<file path="config.mk">
export PLATFORM = sky130hd
export DESIGN_NAME = envscale_top
export DESIGN_NICKNAME = d
export VERILOG_FILES = /design/src/rtl/envscale_pkg.sv /design/src/rtl/envscale_rate.sv /design/src/rtl/envscale_ctrl.sv /design/src/rtl/envscale_dp.sv /design/src/rtl/envscale_top.sv
export SDC_FILE = /design/constraint.sdc
export NUM_CORES = 1
export LEC_CHECK = 0
export BUFFER_PORTS_ARGS = -buffer_cell sky130_fd_sc_hd__buf_2
export CAP_MARGIN = 20
export CORE_UTILIZATION = 40
export CTS_CLUSTER_DIAMETER = 150
export DETAILED_ROUTE_END_ITERATION = 10
export SYNTH_ARGS = -nofsm -noshare
export SYNTH_HDL_FRONTEND = slang
export SYNTH_SLANG_ARGS = --single-unit
</file>
<file path="constraint.sdc">
create_clock -name clk -period 12.5 [get_ports clk]
set_input_delay 0.625 -clock clk [delete_from_list [all_inputs] [get_ports clk]]
set_output_delay 0.625 -clock clk [all_outputs]
set_load 0.005 [all_outputs]
</file>
<file path="src/rtl/envscale_pkg.sv">
package envscale_pkg;
  // Step strobes the control side hands to the datapath
  typedef struct packed {
    logic stepUp;
    logic stepDown;
  } envStrobe_t;
endpackage

</file>
<file path="src/rtl/envscale_rate.sv">
module envscale_rate #(
  parameter int RATE_W      = 8,
  parameter int STALL_BELOW = 3
) (
  input  logic              clk,
  input  logic              rst,
  input  logic [RATE_W-1:0] rateCount,
  output logic              stepPulse
);
  localparam logic [RATE_W-1:0] STALL_LIM = RATE_W'(STALL_BELOW);

  logic [RATE_W-1:0] downCnt;
  logic [RATE_W-1:0] heldN;
  logic              stalled;
  logic              reloadNow;

  assign stalled   = heldN < STALL_LIM;
  assign stepPulse = !stalled && (downCnt == '0);
  // While stalled, sample the port every cycle so a legal value is picked up
  assign reloadNow = stalled || (downCnt == '0);

  always_ff @(posedge clk) begin
    if (rst) begin
      downCnt <= rateCount;
      heldN   <= rateCount;
    end else if (reloadNow) begin
      downCnt <= rateCount;
      heldN   <= rateCount;
    end else begin
      downCnt <= downCnt - 1'b1;
    end
  end
endmodule

</file>
<file path="src/rtl/envscale_ctrl.sv">
module envscale_ctrl
  import envscale_pkg::*;
#(
  parameter int RATE_W      = 8,
  parameter int STALL_BELOW = 3
) (
  input  logic              clk,
  input  logic              rst,
  input  logic [RATE_W-1:0] rateCount,
  input  logic              keyIn,
  output envStrobe_t        strobe
);
  logic stepPulse;

  envscale_rate #(
    .RATE_W     (RATE_W),
    .STALL_BELOW(STALL_BELOW)
  ) rateGen (
    .clk      (clk),
    .rst      (rst),
    .rateCount(rateCount),
    .stepPulse(stepPulse)
  );

  // The direction is sampled in the cycle of the step itself
  always_comb begin
    strobe.stepUp   = stepPulse && keyIn;
    strobe.stepDown = stepPulse && !keyIn;
  end
endmodule

</file>
<file path="src/rtl/envscale_dp.sv">
module envscale_dp
  import envscale_pkg::*;
#(
  parameter int SAMPLE_W = 12,
  parameter int SCALE_W  = 12
) (
  input  logic                clk,
  input  logic                rst,
  input  envStrobe_t          strobe,
  input  logic                autoMode,
  input  logic                keyEnable,
  input  logic [SCALE_W-1:0]  manualScale,
  input  logic [SAMPLE_W-1:0] sampleIn,
  output logic [SAMPLE_W-1:0] sampleOut,
  output logic [SCALE_W-1:0]  envLevel,
  output logic [SCALE_W-1:0]  scaleNow
);
  localparam int                 PROD_W   = SAMPLE_W + SCALE_W;
  localparam logic [SCALE_W-1:0] ENV_FULL = '1;
  localparam logic [SCALE_W-1:0] ENV_ZERO = '0;

  logic [SCALE_W-1:0]  envReg;
  logic [PROD_W-1:0]   product;
  logic [SAMPLE_W-1:0] scaled;
  logic [SAMPLE_W-1:0] nextOut;

  // Saturating envelope counter
  always_ff @(posedge clk) begin
    if (rst) begin
      envReg <= ENV_ZERO;
    end else if (strobe.stepUp && envReg != ENV_FULL) begin
      envReg <= envReg + 1'b1;
    end else if (strobe.stepDown && envReg != ENV_ZERO) begin
      envReg <= envReg - 1'b1;
    end
  end

  assign envLevel = envReg;
  assign scaleNow = autoMode ? envReg : manualScale;

  // Unsigned multiply, keep the upper SAMPLE_W bits
  assign product = PROD_W'(sampleIn) * PROD_W'(scaleNow);
  assign scaled  = product[PROD_W-1:SCALE_W];
  assign nextOut = keyEnable ? scaled : sampleIn;

  always_ff @(posedge clk) begin
    if (rst) sampleOut <= '0;
    else     sampleOut <= nextOut;
  end
endmodule

</file>
<file path="src/rtl/envscale_top.sv">
module envscale_top
  import envscale_pkg::*;
#(
  parameter int SAMPLE_W    = 12,
  parameter int SCALE_W     = 12,
  parameter int RATE_W      = 8,
  parameter int STALL_BELOW = 3
) (
  input  logic                clk,
  input  logic                rst,
  input  logic                keyEnable,
  input  logic                autoMode,
  input  logic                keyIn,
  input  logic [RATE_W-1:0]   rateCount,
  input  logic [SCALE_W-1:0]  manualScale,
  input  logic [SAMPLE_W-1:0] sampleIn,
  output logic [SAMPLE_W-1:0] sampleOut,
  output logic [SCALE_W-1:0]  envLevel,
  output logic [SCALE_W-1:0]  scaleNow
);
  envStrobe_t strobe;

  envscale_ctrl #(
    .RATE_W     (RATE_W),
    .STALL_BELOW(STALL_BELOW)
  ) ctrl (
    .clk      (clk),
    .rst      (rst),
    .rateCount(rateCount),
    .keyIn    (keyIn),
    .strobe   (strobe)
  );

  envscale_dp #(
    .SAMPLE_W(SAMPLE_W),
    .SCALE_W (SCALE_W)
  ) dp (
    .clk        (clk),
    .rst        (rst),
    .strobe     (strobe),
    .autoMode   (autoMode),
    .keyEnable  (keyEnable),
    .manualScale(manualScale),
    .sampleIn   (sampleIn),
    .sampleOut  (sampleOut),
    .envLevel   (envLevel),
    .scaleNow   (scaleNow)
  );
endmodule

</file>
== Yosys cells after proc, flatten, opt, wreduce, memory -nomap -nowiden ==
Cells that the tools add are included.

* Register bits: 40
* Input bits: 37
* Output and inout bits: 36
* Word-level logic and storage cells: 30

* Add/sub/neg operators: 3
* $mul: 1
* Magnitude comparators: 1
* Eq/ne operators: 1
* Muxes and demuxes: 8
* Reduce and logical (&&, ||, !) cells: 12

{| class="wikitable"
|+ Operators with widths
! kind !! count
|-
| 12-bit two-way mux || 4
|-
| 8-bit two-way mux || 4
|-
| 12-bit by 12-bit multiplier with 24-bit output || 1
|-
| 12-bit by 1-bit adder with 12-bit output (second input constant) || 1
|-
| 12-bit != test (second input constant) || 1
|-
| 12-bit nonzero test || 1
|-
| 12-bit by 1-bit subtractor with 12-bit output (second input constant) || 1
|-
| 8-bit logical NOT || 1
|-
| 8-bit by 2-bit < comparator with 1-bit output (second input constant) || 1
|-
| 8-bit by 1-bit subtractor with 8-bit output (second input constant) || 1
|-
| 1-bit logical AND || 5
|-
| 2-bit nonzero test || 2
|-
| 1-bit logical NOT || 2
|-
| 1-bit logical OR || 1
|}

== Longest topological paths before layout ==
* Depth after elaboration: 7
* Depth in mapped cells: 23
* Gate-level depth less buffers: 21

== Cells and area by module ==
From an unflattened synthesis, not the netlist that was laid out.

* Cell total of the unflattened synthesis: 732
* Area, all modules: 6576.3 um^2

{| class="wikitable"
|+ Modules (own cells, without submodules)
! module !! times used !! cells an instance !! area each (um^2) !! sequential area each (um^2)
|-
| envscale_dp || 1 || 679 || 5869.4 || 480.5
|-
| envscale_rate || 1 || 51 || 690.7 || 400.4
|-
| envscale_ctrl || 1 || 2 || 16.3 || 0.0
|}

== Worst setup path after synthesis ==
OpenSTA, ideal clock, no wires.

* Path type: input to register
* Start point: input autoMode
* End point: register dp.sampleOut[11]
* Arrival: 6.111 ns
* Required time: 12.365 ns
* Path slack: 6.254 ns
* Cell stages on the path: 20
* Cell sequence: buf_1 -> mux2_2 -> clkbuf_1 -> and2_1 -> fa_1 -> fa_1 -> fa_1 -> fa_1 -> inv_1 -> fa_1 -> inv_1 -> ha_1 -> a211oi_2 -> nand2_1 -> a311o_1 -> a31oi_4 -> o21bai_2 -> a41oi_2 -> mux2i_1 -> a31oi_1

* Word-level cells in the longest chain between the ends: 3

{| class="wikitable"
|+ Ends and longest elaborated chain
! item !! line !! source
|-
| start, declared || envscale_top.sv:12 || <nowiki>input logic autoMode,</nowiki>
|-
| 12-bit two-way mux || envscale_dp.sv:39 || <nowiki>assign scaleNow = autoMode ? envReg : manualScale;</nowiki>
|-
| named net scaleNow[11] || envscale_top.sv:19 || <nowiki>output logic [SCALE_W-1:0] scaleNow</nowiki>
|-
| 12-bit by 12-bit multiplier with 24-bit output || envscale_dp.sv:42 || <nowiki>assign product = PROD_W'(sampleIn) * PROD_W'(scaleNow);</nowiki>
|-
| 12-bit two-way mux || envscale_dp.sv:44 || <nowiki>assign nextOut = keyEnable ? scaled : sampleIn;</nowiki>
|-
| end signal, assigned || envscale_dp.sv:48 || <nowiki>else sampleOut <= nextOut;</nowiki>
|-
| end, declared || envscale_dp.sv:14 || <nowiki>output logic [SAMPLE_W-1:0] sampleOut,</nowiki>
|}

The timed path passes the listed nets, and every way through them passes these cells.
A chain may end at the register's enable or synchronous reset.

== Worst setup path after layout ==
* Start point: input autoMode
* End point: register dp.sampleOut[7]

* Word-level cells in the longest chain between the ends: 3

{| class="wikitable"
|+ Ends and longest elaborated chain
! item !! line
|-
| 12-bit two-way mux || envscale_dp.sv:39
|-
| 12-bit by 12-bit multiplier with 24-bit output || envscale_dp.sv:42
|-
| 12-bit two-way mux || envscale_dp.sv:44
|}

No other way between the ends.

==> flow_metrics.env <==
export IMPL_synthCells=742
export IMPL_wl_um=15700
export IMPL_clkLatencyLatePin_ns=0.28
export IMPL_grt_pass1_wl_um=26200
export IMPL_grt_usage_pct=20.0
export IMPL_ys_warn_count=0
export IMPL_num_vias=5077
export IMPL_fin_crit_ns=6.27
export IMPL_synth_flop_cell="dfxtp_1"
export IMPL_cts_hold_buffers=0
export IMPL_worstPathRequired_ns=12.64
export IMPL_synth_common_cells="inv_1 (130), nand2_1 (113), fa_1 (100), ha_1 (70), and2_1 (55)"
export IMPL_drc=0
export IMPL_antenna_found_initial=0
export IMPL_setup_tns_ns=0
export IMPL_peakVddDrop_uv=71.7
export IMPL_arrival_ns=6.40
export IMPL_rows=46
export IMPL_grt_max_degree=26
export IMPL_criticalPathCategory="primary input to flop"
export IMPL_synth_edf_count=8
export IMPL_die_h_um=131
export IMPL_antenna_cells=0
export IMPL_maxSlewViolCount=0
export IMPL_ys_ff_latch=40
export IMPL_initial_utilization_pct=41.3
export IMPL_drt_iter0_drc=207
export IMPL_synthArstFlopShare_pct=0
export IMPL_whs_path_depth=1
export IMPL_area_growth_pct=10.5
export IMPL_end_kind="flop"
export IMPL_syn_nets=949
export IMPL_ant_nets=0
export IMPL_ctsRootBufferMaster="clkbuf_16"
export IMPL_slew_headroom_pct=41.6
export IMPL_die_w_um=131
export IMPL_hp_class="flop to flop"
export IMPL_dieArea_um2=17000
export IMPL_globalRouteOverflowTotal=0
export IMPL_tightest_slew_ns=0.876
export IMPL_htreeDepth=2
export IMPL_setup_viol=0
export IMPL_synth_cell_type_count=59
export IMPL_rsz0062_at_grt="no"
export IMPL_path_clk_slew_ns=0.06
export IMPL_routedWlPerCell_um=15.6
export IMPL_numClockSinks=40
export IMPL_dr_pass1_iters=4
export IMPL_dp_cells=999
export IMPL_synth_avg_cell_area_um2=8.91
export IMPL_worstSetupStartpointType="primary input"
export IMPL_max_freq_mhz=160
export IMPL_gp_congestion=0.818
export IMPL_nNetsFinal=997
export IMPL_final_cells=1007
export IMPL_synth_most_common_cell="inv_1"
export IMPL_syn_area_um2=6610
export IMPL_critPathMaxFanout=13
export IMPL_core_um2=16000
export IMPL_setup_ws_ns=6.23
export IMPL_cts_buffers=5
export IMPL_grt_pass1_vias=5119
export IMPL_yosysSeqAreaShare_pct=13.3
export IMPL_max_cap_violations=0
export IMPL_status="finished, final reports clean"
export IMPL_synth_area_top_cells="fa_1 (30%), ha_1 (13%), dfxtp_1 (9.7%), inv_1 (7.4%), nand2_1 (6.4%)"
export IMPL_timing_final_hold_violations=0
export IMPL_netlist_top_cell_by_area="fa_1"
export IMPL_cts_setup_buffers=0
export IMPL_port_buffers=72
export IMPL_p_leak_uw=0.00380
export IMPL_min_period_over_period_pct=50.1
export IMPL_clockBufferDepth=2
export IMPL_fin_total_pwr_uw=797
export IMPL_dp_hpwl_um=12400
export IMPL_post_cts_resized=0
export IMPL_dp_slack_ns=5.94
export IMPL_finClkSkew_ns=0.00280
export IMPL_p_per_area_nw_per_um2=109
export IMPL_cts_tree="yes"
export IMPL_ios=73
export IMPL_drive_gt1_share_pct=13.5
export IMPL_vias_per_cell=5.04
export IMPL_synth_top_area_share_pct=30.3
export IMPL_reg2reg_depth=20
export IMPL_final_core_util_pct=45.7
==> registers in the layout (all words and copies together), names as in the netlist <==
signal	count
dp.envLevel	12
ctrl.rateGen.downCnt	8
dp.sampleOut	12
ctrl.rateGen.heldN	8
==> metal layers <==
layer | vias up | track usage [%] | share of wire (%)
met5 | - | 0 | 0
met4 | 0 | 3.79 | 1.1
met3 | 15 | 1.95 | 2.6
met2 | 78 | 34.3 | 50
met1 | 2557 | 27.4 | 47
li1 | 2427 | - | -
==> worst paths after layout <==
| check | start | endpoint | slack [ns] |
|---|---|---|---|
| hold / removal | ctrl.rateGen.downCnt[0]$_DFF_P_ | ctrl.rateGen.downCnt[0]$_DFF_P_ | 0.51 |
| hold reg to reg | ctrl.rateGen.downCnt[0]$_DFF_P_ | ctrl.rateGen.downCnt[0]$_DFF_P_ | 0.51 |
| setup / recovery | autoMode | dp.sampleOut[7]$_SDFF_PP0_ | 6.23 |
| setup reg to reg | dp.envLevel[8]$_SDFFE_PP0P_ | dp.sampleOut[7]$_SDFF_PP0_ | 6.51 |
==> cells by family after synthesis <==
group / after synthesis / synth area share, %
XOR/XNOR: 27 / 3.58
flip-flops: 40 / 13.3
multiplexers: 25 / 4.01
adder cells (fa/ha/maj): 170 / 43.5
buffers and inverters: 161 / 9.27
AO/OA/AOI/OAI: 69 / 7.97
AND/OR/NAND/NOR: 250 / 18.3
==> final cells by class <==
type / count / area, um2
sequential: 40 / 881
inverter: 130 / 488
clock buffer: 6 / 129
multi-input combinational: 541 / 5120
timing repair buffer: 72 / 360
clock inverter: 2 / 60.1
fill: 1611 / 8690
tap: 216 / 270
==> layout by cell type, fill, tap and decap left out, types with 3 or more instances in the layout <==
cell type,synthesis,layout
fa_1,100,100
buf_2,1,72
xnor2_1,15,15
a31oi_1,4,4
a21oi_1,16,16
nand3_1,4,4
xor2_1,12,12
nor2b_1,4,4
nor2_1,35,35
nand2b_1,4,4
clkbuf_16,0,5
and3_1,4,4
a21o_1,6,6
nand4_1,6,6
or3_1,3,3
nand2_1,113,113
dfxtp_1,32,32
mux2_2,12,12
nor4_1,4,4
edfxtp_1,8,8
nor3_1,6,6
and2_1,55,55
ha_1,70,70
o21ai_0,16,16
mux2i_1,13,13
inv_1,130,130
==> stage by stage <==
stage	area (um2)	hold WS, ns
2_1_floorplan	6610	0.468
3_3_place_gp	7120	0.490
3_5_place_dp	7120	0.494
4_1_cts	7310	0.515
5_1_grt	7310	0.534
6_report	7310	0.510
==> where the power goes <==
| part | leakage, uW | switching, uW | internal (uW) |
|---|---|---|---|
| registers | 0.000342 | 8.94 | 150 |
| clock network | 0.0000911 | 51.0 | 115 |
| logic | 0.00337 | 270 | 203 |
| total | 0.00380 | 330 | 467 |
==> critical path, stage by stage <==
cell and delay [ns]:
buf_2 0.26, mux2_2 0.49, and2_1 0.22, fa_1 0.53, inv_1 0.05, fa_1 0.47
inv_1 0.05, fa_1 0.50, fa_1 0.54, inv_1 0.05, fa_1 0.53, inv_1 0.04
ha_1 0.32, o21ai_1 0.21, a21oi_1 0.19, a311o_1 0.40, a32oi_1 0.29, nand2_1 0.13
a21oi_1 0.20, nor2b_1 0.20, o32ai_2 0.10
Power figures use the tool's default switching activity.
